$ cat config.mk
export PLATFORM = sky130hd
export DESIGN_NAME = bus_release_ctrl
export DESIGN_NICKNAME = d
export VERILOG_FILES = /design/src/rtl/brc_pkg.sv /design/src/rtl/brc_sync.sv /design/src/rtl/brc_fsm.sv /design/src/rtl/brc_pin_ctrl.sv /design/src/rtl/bus_release_ctrl.sv
export SDC_FILE = /design/constraint.sdc
export NUM_CORES = 1
export LEC_CHECK = 0
export BUFFER_PORTS_ARGS = -buffer_cell sky130_fd_sc_hd__buf_2
export CAP_MARGIN = 15
export CORE_UTILIZATION = 28
export DETAILED_ROUTE_END_ITERATION = 10
export GPL_ROUTABILITY_DRIVEN = 0
export PLACE_DENSITY = 0.68
export SYNTH_ARGS = -nofsm -noshare
export SYNTH_HDL_FRONTEND = slang
export SYNTH_SLANG_ARGS = --single-unit
$ cat constraint.sdc
create_clock -name clk -period 1.45 [get_ports clk]
set_input_delay 0.3625 -clock clk [delete_from_list [all_inputs] [get_ports clk]]
set_output_delay 0.3625 -clock clk [all_outputs]
set_load 0.03 [all_outputs]
$ cat src/rtl/brc_pkg.sv
package brc_pkg;
  typedef enum logic [1:0] {
    CYC_IDLE = 2'b00,
    CYC_T1   = 2'b01,
    CYC_T2   = 2'b10,
    CYC_T3   = 2'b11
  } cyc_e;

  typedef enum logic [1:0] {
    ST_OWN    = 2'b00,
    ST_PEND   = 2'b01,
    ST_REL    = 2'b10,
    ST_RESUME = 2'b11
  } rel_st_e;
endpackage

$ cat src/rtl/brc_sync.sv
module brc_sync #(
  parameter int   STAGES  = 2,
  parameter logic RST_VAL = 1'b1
) (
  input  logic clk,
  input  logic rst,
  input  logic din,
  output logic dout
);
  logic [STAGES-1:0] chain_q;

  always_ff @(posedge clk) begin
    if (rst) chain_q <= {STAGES{RST_VAL}};
    else     chain_q <= {chain_q[STAGES-2:0], din};
  end

  assign dout = chain_q[STAGES-1];
endmodule

$ cat src/rtl/brc_fsm.sv
module brc_fsm
  import brc_pkg::*;
#(
  parameter int STOP_W = 24
) (
  input  logic              clk,
  input  logic              rst,
  input  logic [1:0]        cyc_state,
  input  logic              cyc_last,
  input  logic              req_sync_n,
  input  logic              sleep_mode,
  input  logic [STOP_W-1:0] stop_mask,
  output logic              rel_nxt,
  output logic              stall_nxt
);
  rel_st_e st_q, st_d;
  cyc_e    cyc;
  logic    inhibit;
  logic    req_on;
  logic    boundary;

  assign cyc      = cyc_e'(cyc_state);
  assign inhibit  = sleep_mode && (&stop_mask);
  assign req_on   = !req_sync_n && !inhibit;
  // Either the bus is idle or this is the last state of an access.
  assign boundary = (cyc == CYC_IDLE) || cyc_last;

  always_comb begin
    st_d = st_q;
    unique case (st_q)
      ST_OWN: begin
        if (req_on && (cyc == CYC_IDLE || cyc == CYC_T1)) st_d = ST_PEND;
      end
      ST_PEND: begin
        if (boundary) st_d = req_on ? ST_REL : ST_OWN;
      end
      ST_REL: begin
        if (req_sync_n) st_d = ST_RESUME;
      end
      ST_RESUME: st_d = ST_OWN;
      default:   st_d = ST_OWN;
    endcase
  end

  always_ff @(posedge clk) begin
    if (rst) st_q <= ST_OWN;
    else     st_q <= st_d;
  end

  assign rel_nxt   = (st_d == ST_REL);
  assign stall_nxt = (st_d != ST_OWN);
endmodule

$ cat src/rtl/brc_pin_ctrl.sv
module brc_pin_ctrl #(
  parameter int NUM_CS = 8
) (
  input  logic              clk,
  input  logic              rst,
  input  logic              rel_nxt,
  input  logic              stall_nxt,
  output logic              bus_ack_n,
  output logic              addr_oe,
  output logic              data_oe,
  output logic [NUM_CS-1:0] cs_oe,
  output logic              as_oe,
  output logic              rd_oe,
  output logic              hwr_oe,
  output logic              lwr_oe,
  output logic              cpu_stall
);
  always_ff @(posedge clk) begin
    if (rst) begin
      bus_ack_n <= 1'b1;
      addr_oe   <= 1'b1;
      data_oe   <= 1'b1;
      as_oe     <= 1'b1;
      rd_oe     <= 1'b1;
      hwr_oe    <= 1'b1;
      lwr_oe    <= 1'b1;
      cpu_stall <= 1'b0;
    end else begin
      bus_ack_n <= !rel_nxt;
      addr_oe   <= !rel_nxt;
      data_oe   <= !rel_nxt;
      as_oe     <= !rel_nxt;
      rd_oe     <= !rel_nxt;
      hwr_oe    <= !rel_nxt;
      lwr_oe    <= !rel_nxt;
      cpu_stall <= stall_nxt;
    end
  end

  // One enable flop per chip select.
  for (genvar i = 0; i < NUM_CS; i++) begin : g_cs
    always_ff @(posedge clk) begin
      if (rst) cs_oe[i] <= 1'b1;
      else     cs_oe[i] <= !rel_nxt;
    end
  end
endmodule

$ cat src/rtl/bus_release_ctrl.sv
module bus_release_ctrl #(
  parameter int NUM_CS      = 8,
  parameter int STOP_W      = 24,
  parameter int SYNC_STAGES = 2
) (
  input  logic              clk,
  input  logic              rst,
  input  logic [1:0]        cyc_state,
  input  logic              cyc_last,
  input  logic              bus_req_n,
  input  logic              sleep_mode,
  input  logic [STOP_W-1:0] stop_mask,
  output logic              bus_ack_n,
  output logic              addr_oe,
  output logic              data_oe,
  output logic [NUM_CS-1:0] cs_oe,
  output logic              as_oe,
  output logic              rd_oe,
  output logic              hwr_oe,
  output logic              lwr_oe,
  output logic              cpu_stall
);
  logic req_sync_n;
  logic rel_nxt;
  logic stall_nxt;

  brc_sync #(.STAGES(SYNC_STAGES), .RST_VAL(1'b1)) u_sync (
    .clk (clk),
    .rst (rst),
    .din (bus_req_n),
    .dout(req_sync_n)
  );

  brc_fsm #(.STOP_W(STOP_W)) u_fsm (
    .clk       (clk),
    .rst       (rst),
    .cyc_state (cyc_state),
    .cyc_last  (cyc_last),
    .req_sync_n(req_sync_n),
    .sleep_mode(sleep_mode),
    .stop_mask (stop_mask),
    .rel_nxt   (rel_nxt),
    .stall_nxt (stall_nxt)
  );

  brc_pin_ctrl #(.NUM_CS(NUM_CS)) u_pins (
    .clk      (clk),
    .rst      (rst),
    .rel_nxt  (rel_nxt),
    .stall_nxt(stall_nxt),
    .bus_ack_n(bus_ack_n),
    .addr_oe  (addr_oe),
    .data_oe  (data_oe),
    .cs_oe    (cs_oe),
    .as_oe    (as_oe),
    .rd_oe    (rd_oe),
    .hwr_oe   (hwr_oe),
    .lwr_oe   (lwr_oe),
    .cpu_stall(cpu_stall)
  );
endmodule

* Word-level counts from Yosys, hierarchy flattened *
Index checks and enable logic that the tools add are counted.

cells by class
  $add $sub $neg = 0
  reductions and logical operators = 12
  order comparisons = 0
  eq/ne operators = 5
  div/mod/pow operators = 0
  bitwise logic cells = 0
  $mul = 0
  mux-type cells = 5
  shift-type cells = 0

operators by type and width
  cell                  count
  $reduce_and A24 Y1    1
  $mux W2               4
  $pmux W2 S4           1
  $eq A2 B2 Y1 const B  3
  $eq A2 B1 Y1 const B  2
  $logic_not A2 Y1      2
  $logic_and A1 B1 Y1   3
  $logic_not A1 Y1      3
  $logic_or A1 B1 Y1    2
  $reduce_bool A2 Y1    1

storage, ports and cells
  input port bits = 31
  RAM bits = 0
  memories = 0
  logic and storage cells = 26
  flip-flop bits (word level) = 6
  bits in latches = 0
  bits in read-only memories = 0

* Longest topological paths before layout *
  depth in word-level cells = 9
  depth in mapped cells = 4
  depth with buffers taken out = 4

* Cells and area by module *
From an unflattened synthesis, not the netlist that was laid out.

second synthesis, totals
  cell total of the unflattened synthesis = 49
  area total of the unflattened synthesis = 420.4 um^2

modules (own cells, without submodules)
  module        area an instance (um^2)  sequential area each (um^2)  instances  cells each
  brc_fsm       210.2                    40.0                         1          27
  brc_pin_ctrl  157.7                    40.0                         1          18
  brc_sync      52.6                     40.0                         1          4

* Least setup slack after synthesis *
Ideal clock, no wire load.

  path kind = input to register
  start point = input port stop_mask[15]
  end point = register u_pins.cs_oe[4]
  stages = 4
  path slack = 0.077 ns
  setup time = 0.129 ns
  path buffers = 0
  data arrival time = 1.244 ns
  path through = nand4_1 or4_4 o21ai_1 o211ai_2

between the ends
  longest elaborated chain between the ends = 9
  elaborated cells between the ends (all ways) = 11
  classes of those cells = eq/ne (1); mux (4); reduce/logical (6)

RTL lines
  item                                            RTL line                      RTL
  from (decl)                                     bus_release_ctrl.sv:12        input logic [STOP_W-1:0] stop_mask,
  $reduce_and A24 Y1 *                            brc_fsm.sv:23                 assign inhibit = sleep_mode && (&stop_mask);
  $logic_and A1 B1 Y1 *                           brc_fsm.sv:23
  $logic_not A1 Y1 *                              brc_fsm.sv:24                 assign req_on = !req_sync_n && !inhibit;
  $logic_and A1 B1 Y1 *                           brc_fsm.sv:24
  $mux W2 or $logic_and A1 B1 Y1 (tied branches)  brc_fsm.sv:35, brc_fsm.sv:32
  $mux W2 (on tied branches)                      brc_fsm.sv:35, brc_fsm.sv:32
  $pmux W2 S4 *                                   brc_fsm.sv:30                 unique case (st_q)
  $eq A2 B2 Y1 *                                  brc_fsm.sv:50                 assign rel_nxt = (st_d == ST_REL);
  $logic_not A1 Y1 *                              brc_pin_ctrl.sv:44            else cs_oe[i] <= !rel_nxt;
  to (signal, indexed assignment)                 brc_pin_ctrl.sv:44
  to (decl)                                       brc_pin_ctrl.sv:11            output logic [NUM_CS-1:0] cs_oe,

Every way passes the cells marked *; elsewhere a longest branch is shown, timed or not.
A chain may end at the register's enable or synchronous reset.

* Worst setup path after layout *
Ends and elaborated chain as after synthesis.

==> run_results.csv <==
group,metric,value,unit
status,outcome,"complete, no violations",
clock_network,cts_tree,"built",
run,max-cap-violations,0,
yosys,yosysSeqAreaShare,29.9,%
yosys,synth_largest_area_cell,"dfxtp_1",
power,power.total,0.380,mW
sta,rsz0062_at_grt,"false",
floorplanning,die_h,39.9,um
sta,final_max_slew_viol_count,0,
critical_path,critPathRequiredTime,1.56,ns
yosys,netlist_top_cells_area,"dfxtp_1 (30%), buf_4 (26%), nand4_1 (7.8%), o211ai_2 (3.1%), or2_2 (3.1%)",
global_route,grt_max_degree,16,
critical_path,worstSetupPathType,"in -> reg",
global_route,grt_use_met1,9.93,%
global_route,use_met3,6.82,%
global_route,grt_pass1_wl,1.17,mm
floorplanning,ios,47,
clock_network,clockBufferDepth,2,
floorplanning,die_w,39.9,um
yosys,yosys_register_bits,6,
floorplanning,initial_core_util,30.5,%
sta,min_period_over_period,87.6,%
sta,hold_viol,0,
sta,fin_setup_tns,0,ns
global_route,grt_util_all_layers,11.4,%
clock_network,tritoncts.num_buffers,3,
sta,tightest_slew,0.345,ns
critical_path,slowest_stage,"or4_4",
layout,fillers,132,
routing,num_vias,449,
yosys,syn_inst,48,
routing,wl_per_cell,8.01,um
routing,postRouteAntennaNets,0,
routing,first_pass_iters,4,
yosys,synth_top_area_share,29.9,%
routing,via_per_inst,4.58,
routing,first_iter_violations,7,
global_route,grt_pass1_vias,330,
yosys,synth_edf_count,0,
global_route,grt_overflow,0,
yosys,ys.flop_type,"dfxtp_1",
sta,period_needed,1.27,ns
power,ir_drop,0.350,mV
power,power_density,668,nW/um2
global_route,antenna_found_initial,0,
placed_design,dp_hpwl,709,um
clock_network,clk_pin_slew_worst_paths,0.04,ns
layout,antennaDiodeCount,0,
sta,fmax,787,MHz
critical_path,arrival,1.38,ns
critical_path,cpPeakStageDelay,0.54,ns
sta,fin_skew,0.000537,ns
clock_network,cts_root_buf,"clkbuf_4",
critical_path,cp_cell_sequence,"buf_2 -> nand4_1 -> or4_4 -> o21ai_1 -> o211ai_2",
yosys,syn_nets,79,
critical_path,start_kind,"input pin",
yosys,netlist_area,402,um2
floorplanning,die_area,1590,um2
clock_network,cts_num_sinks,6,
clock_network,clk_latency,0.24,ns
yosys,async_flop_share,0,%
global_route,grtUsageMet2,21.4,%
yosys,synth_most_common_cell,"buf_4",
layout,drive_above_1_share,65.1,%
placed_design,port_buffers,46,
sta,finalSetupViolCount,0,
yosys,synth_area_per_cell,8.37,um2
layout,fin_nets,116,
layout,area_growth,41.7,%
floorplanning,coreArea,1320,um2
power,leakage,0.255,nW
yosys,yosys_warnings,0,
routing,wirelength,785,um
critical_path,cp-end-kind,"flop",
critical_path,crit_fanout,4,
worst_hold_path,hold_path.class,"in -> reg",
routing,drc_errors,0,
sta,max_slew_margin,76.8,%
yosys,synth.distinct_cells,23,
global_route,busiest_layer,"met2",
floorplanning,rows,13,
yosys,synth_common_cells,"buf_4 (14), dfxtp_1 (6), nand4_1 (5)",
clock_network,htree_levels,1,
[layout by cell type, fill, tap and decap left out, drive strengths merged]
cell,instances
o211ai,1
nand2,1
nor4,1
or3,1
nor3b,1
dfxtp,6
o21ai,2
o22ai,1
clkbuf,3
a31oi,1
or4,1
o21bai,1
nor2,1
nor2b,1
nand4,5
o2bb2ai,1
buf,46
nand2b,1
inv,2
a21oi,2
o21a,1
or2,2
nand3,1
[logic make-up (layout without fill, tap and decap cells)]
logic type	count (synthesis)	count (layout)	synth area share (%)
AOI/OAI and AO/OA	10	10	17.1
and+or+nand+nor	16	16	24.9
buffers and inverters	16	51	28.0
DFF	6	6	29.9
[final timing paths]
path	from	end	slack (ns)	cells after the start
max	stop_mask[15]	u_pins.cs_oe[4]	0.18	5
min	bus_req_n	u_sync.chain_q[0]	0.30	2
max reg2reg	u_fsm.st_q[1]	u_pins.cpu_stall	0.31	4
min reg2reg	u_sync.chain_q[0]	u_sync.chain_q[1]	0.40	1
[state kept, by name, indices dropped and copies added, names as in the netlist]
signal and flops:
u_pins.cs_oe 1, u_sync.chain_q 2, u_fsm.st_q 2, u_pins.cpu_stall 1
[power breakdown]
group          internal (mW)  leakage, nW  switching [mW]
clock                 0.0933       0.0138          0.0552
sequential             0.170       0.0485         0.00213
combinational         0.0369        0.192          0.0226
[final cells by class]
type                            count  area [um2]  share of cell area [%]
Timing Repair Buffer               46         230                    40.4
Inverter                            2        7.51                    1.32
Tap cell                           15        18.8                    3.30
Clock buffer                        3        22.5                    3.96
Sequential cell                     6         121                    21.3
Multi-Input combinational cell     26         169                    29.7
[per-stage QoR]
step	cell area, um2	util [%]	hold slack, ns	instances	setup slack [ns]
global route	569	43.2	0.293	98	0.103
CTS	568	43.1	0.294	98	0.0556
floorplan	402	-	0.389	48	0.0768
detailed placement	546	41.4	0.397	95	-0.0579
global placement	546	41.4	0.393	95	-0.0262
finish	569	43.2	0.301	98	0.180
[per-layer routing]
layer / wire, um / part of all wire (%)
met3: 75 / 9.6
met2: 409 / 52
met4: 0 / 0
met1: 301 / 38
met5: 0 / 0
[critical path: cells and delay by family]
family                 cells  cell delay [ns]
AO/OA/AOI/OAI              2             0.31
buffers and inverters      1             0.07
AND/OR/NAND/NOR            2             0.63
[repair_timing]
action / CTS / global route
hold buffers: 0 / 0
gates resized for setup: 0 / 1
endpoints found under the hold margin: 0 / 0
setup endpoints to repair: 0 / 15
setup buffers: 0 / 0
Note: power is estimated with default switching activity, not from simulation.
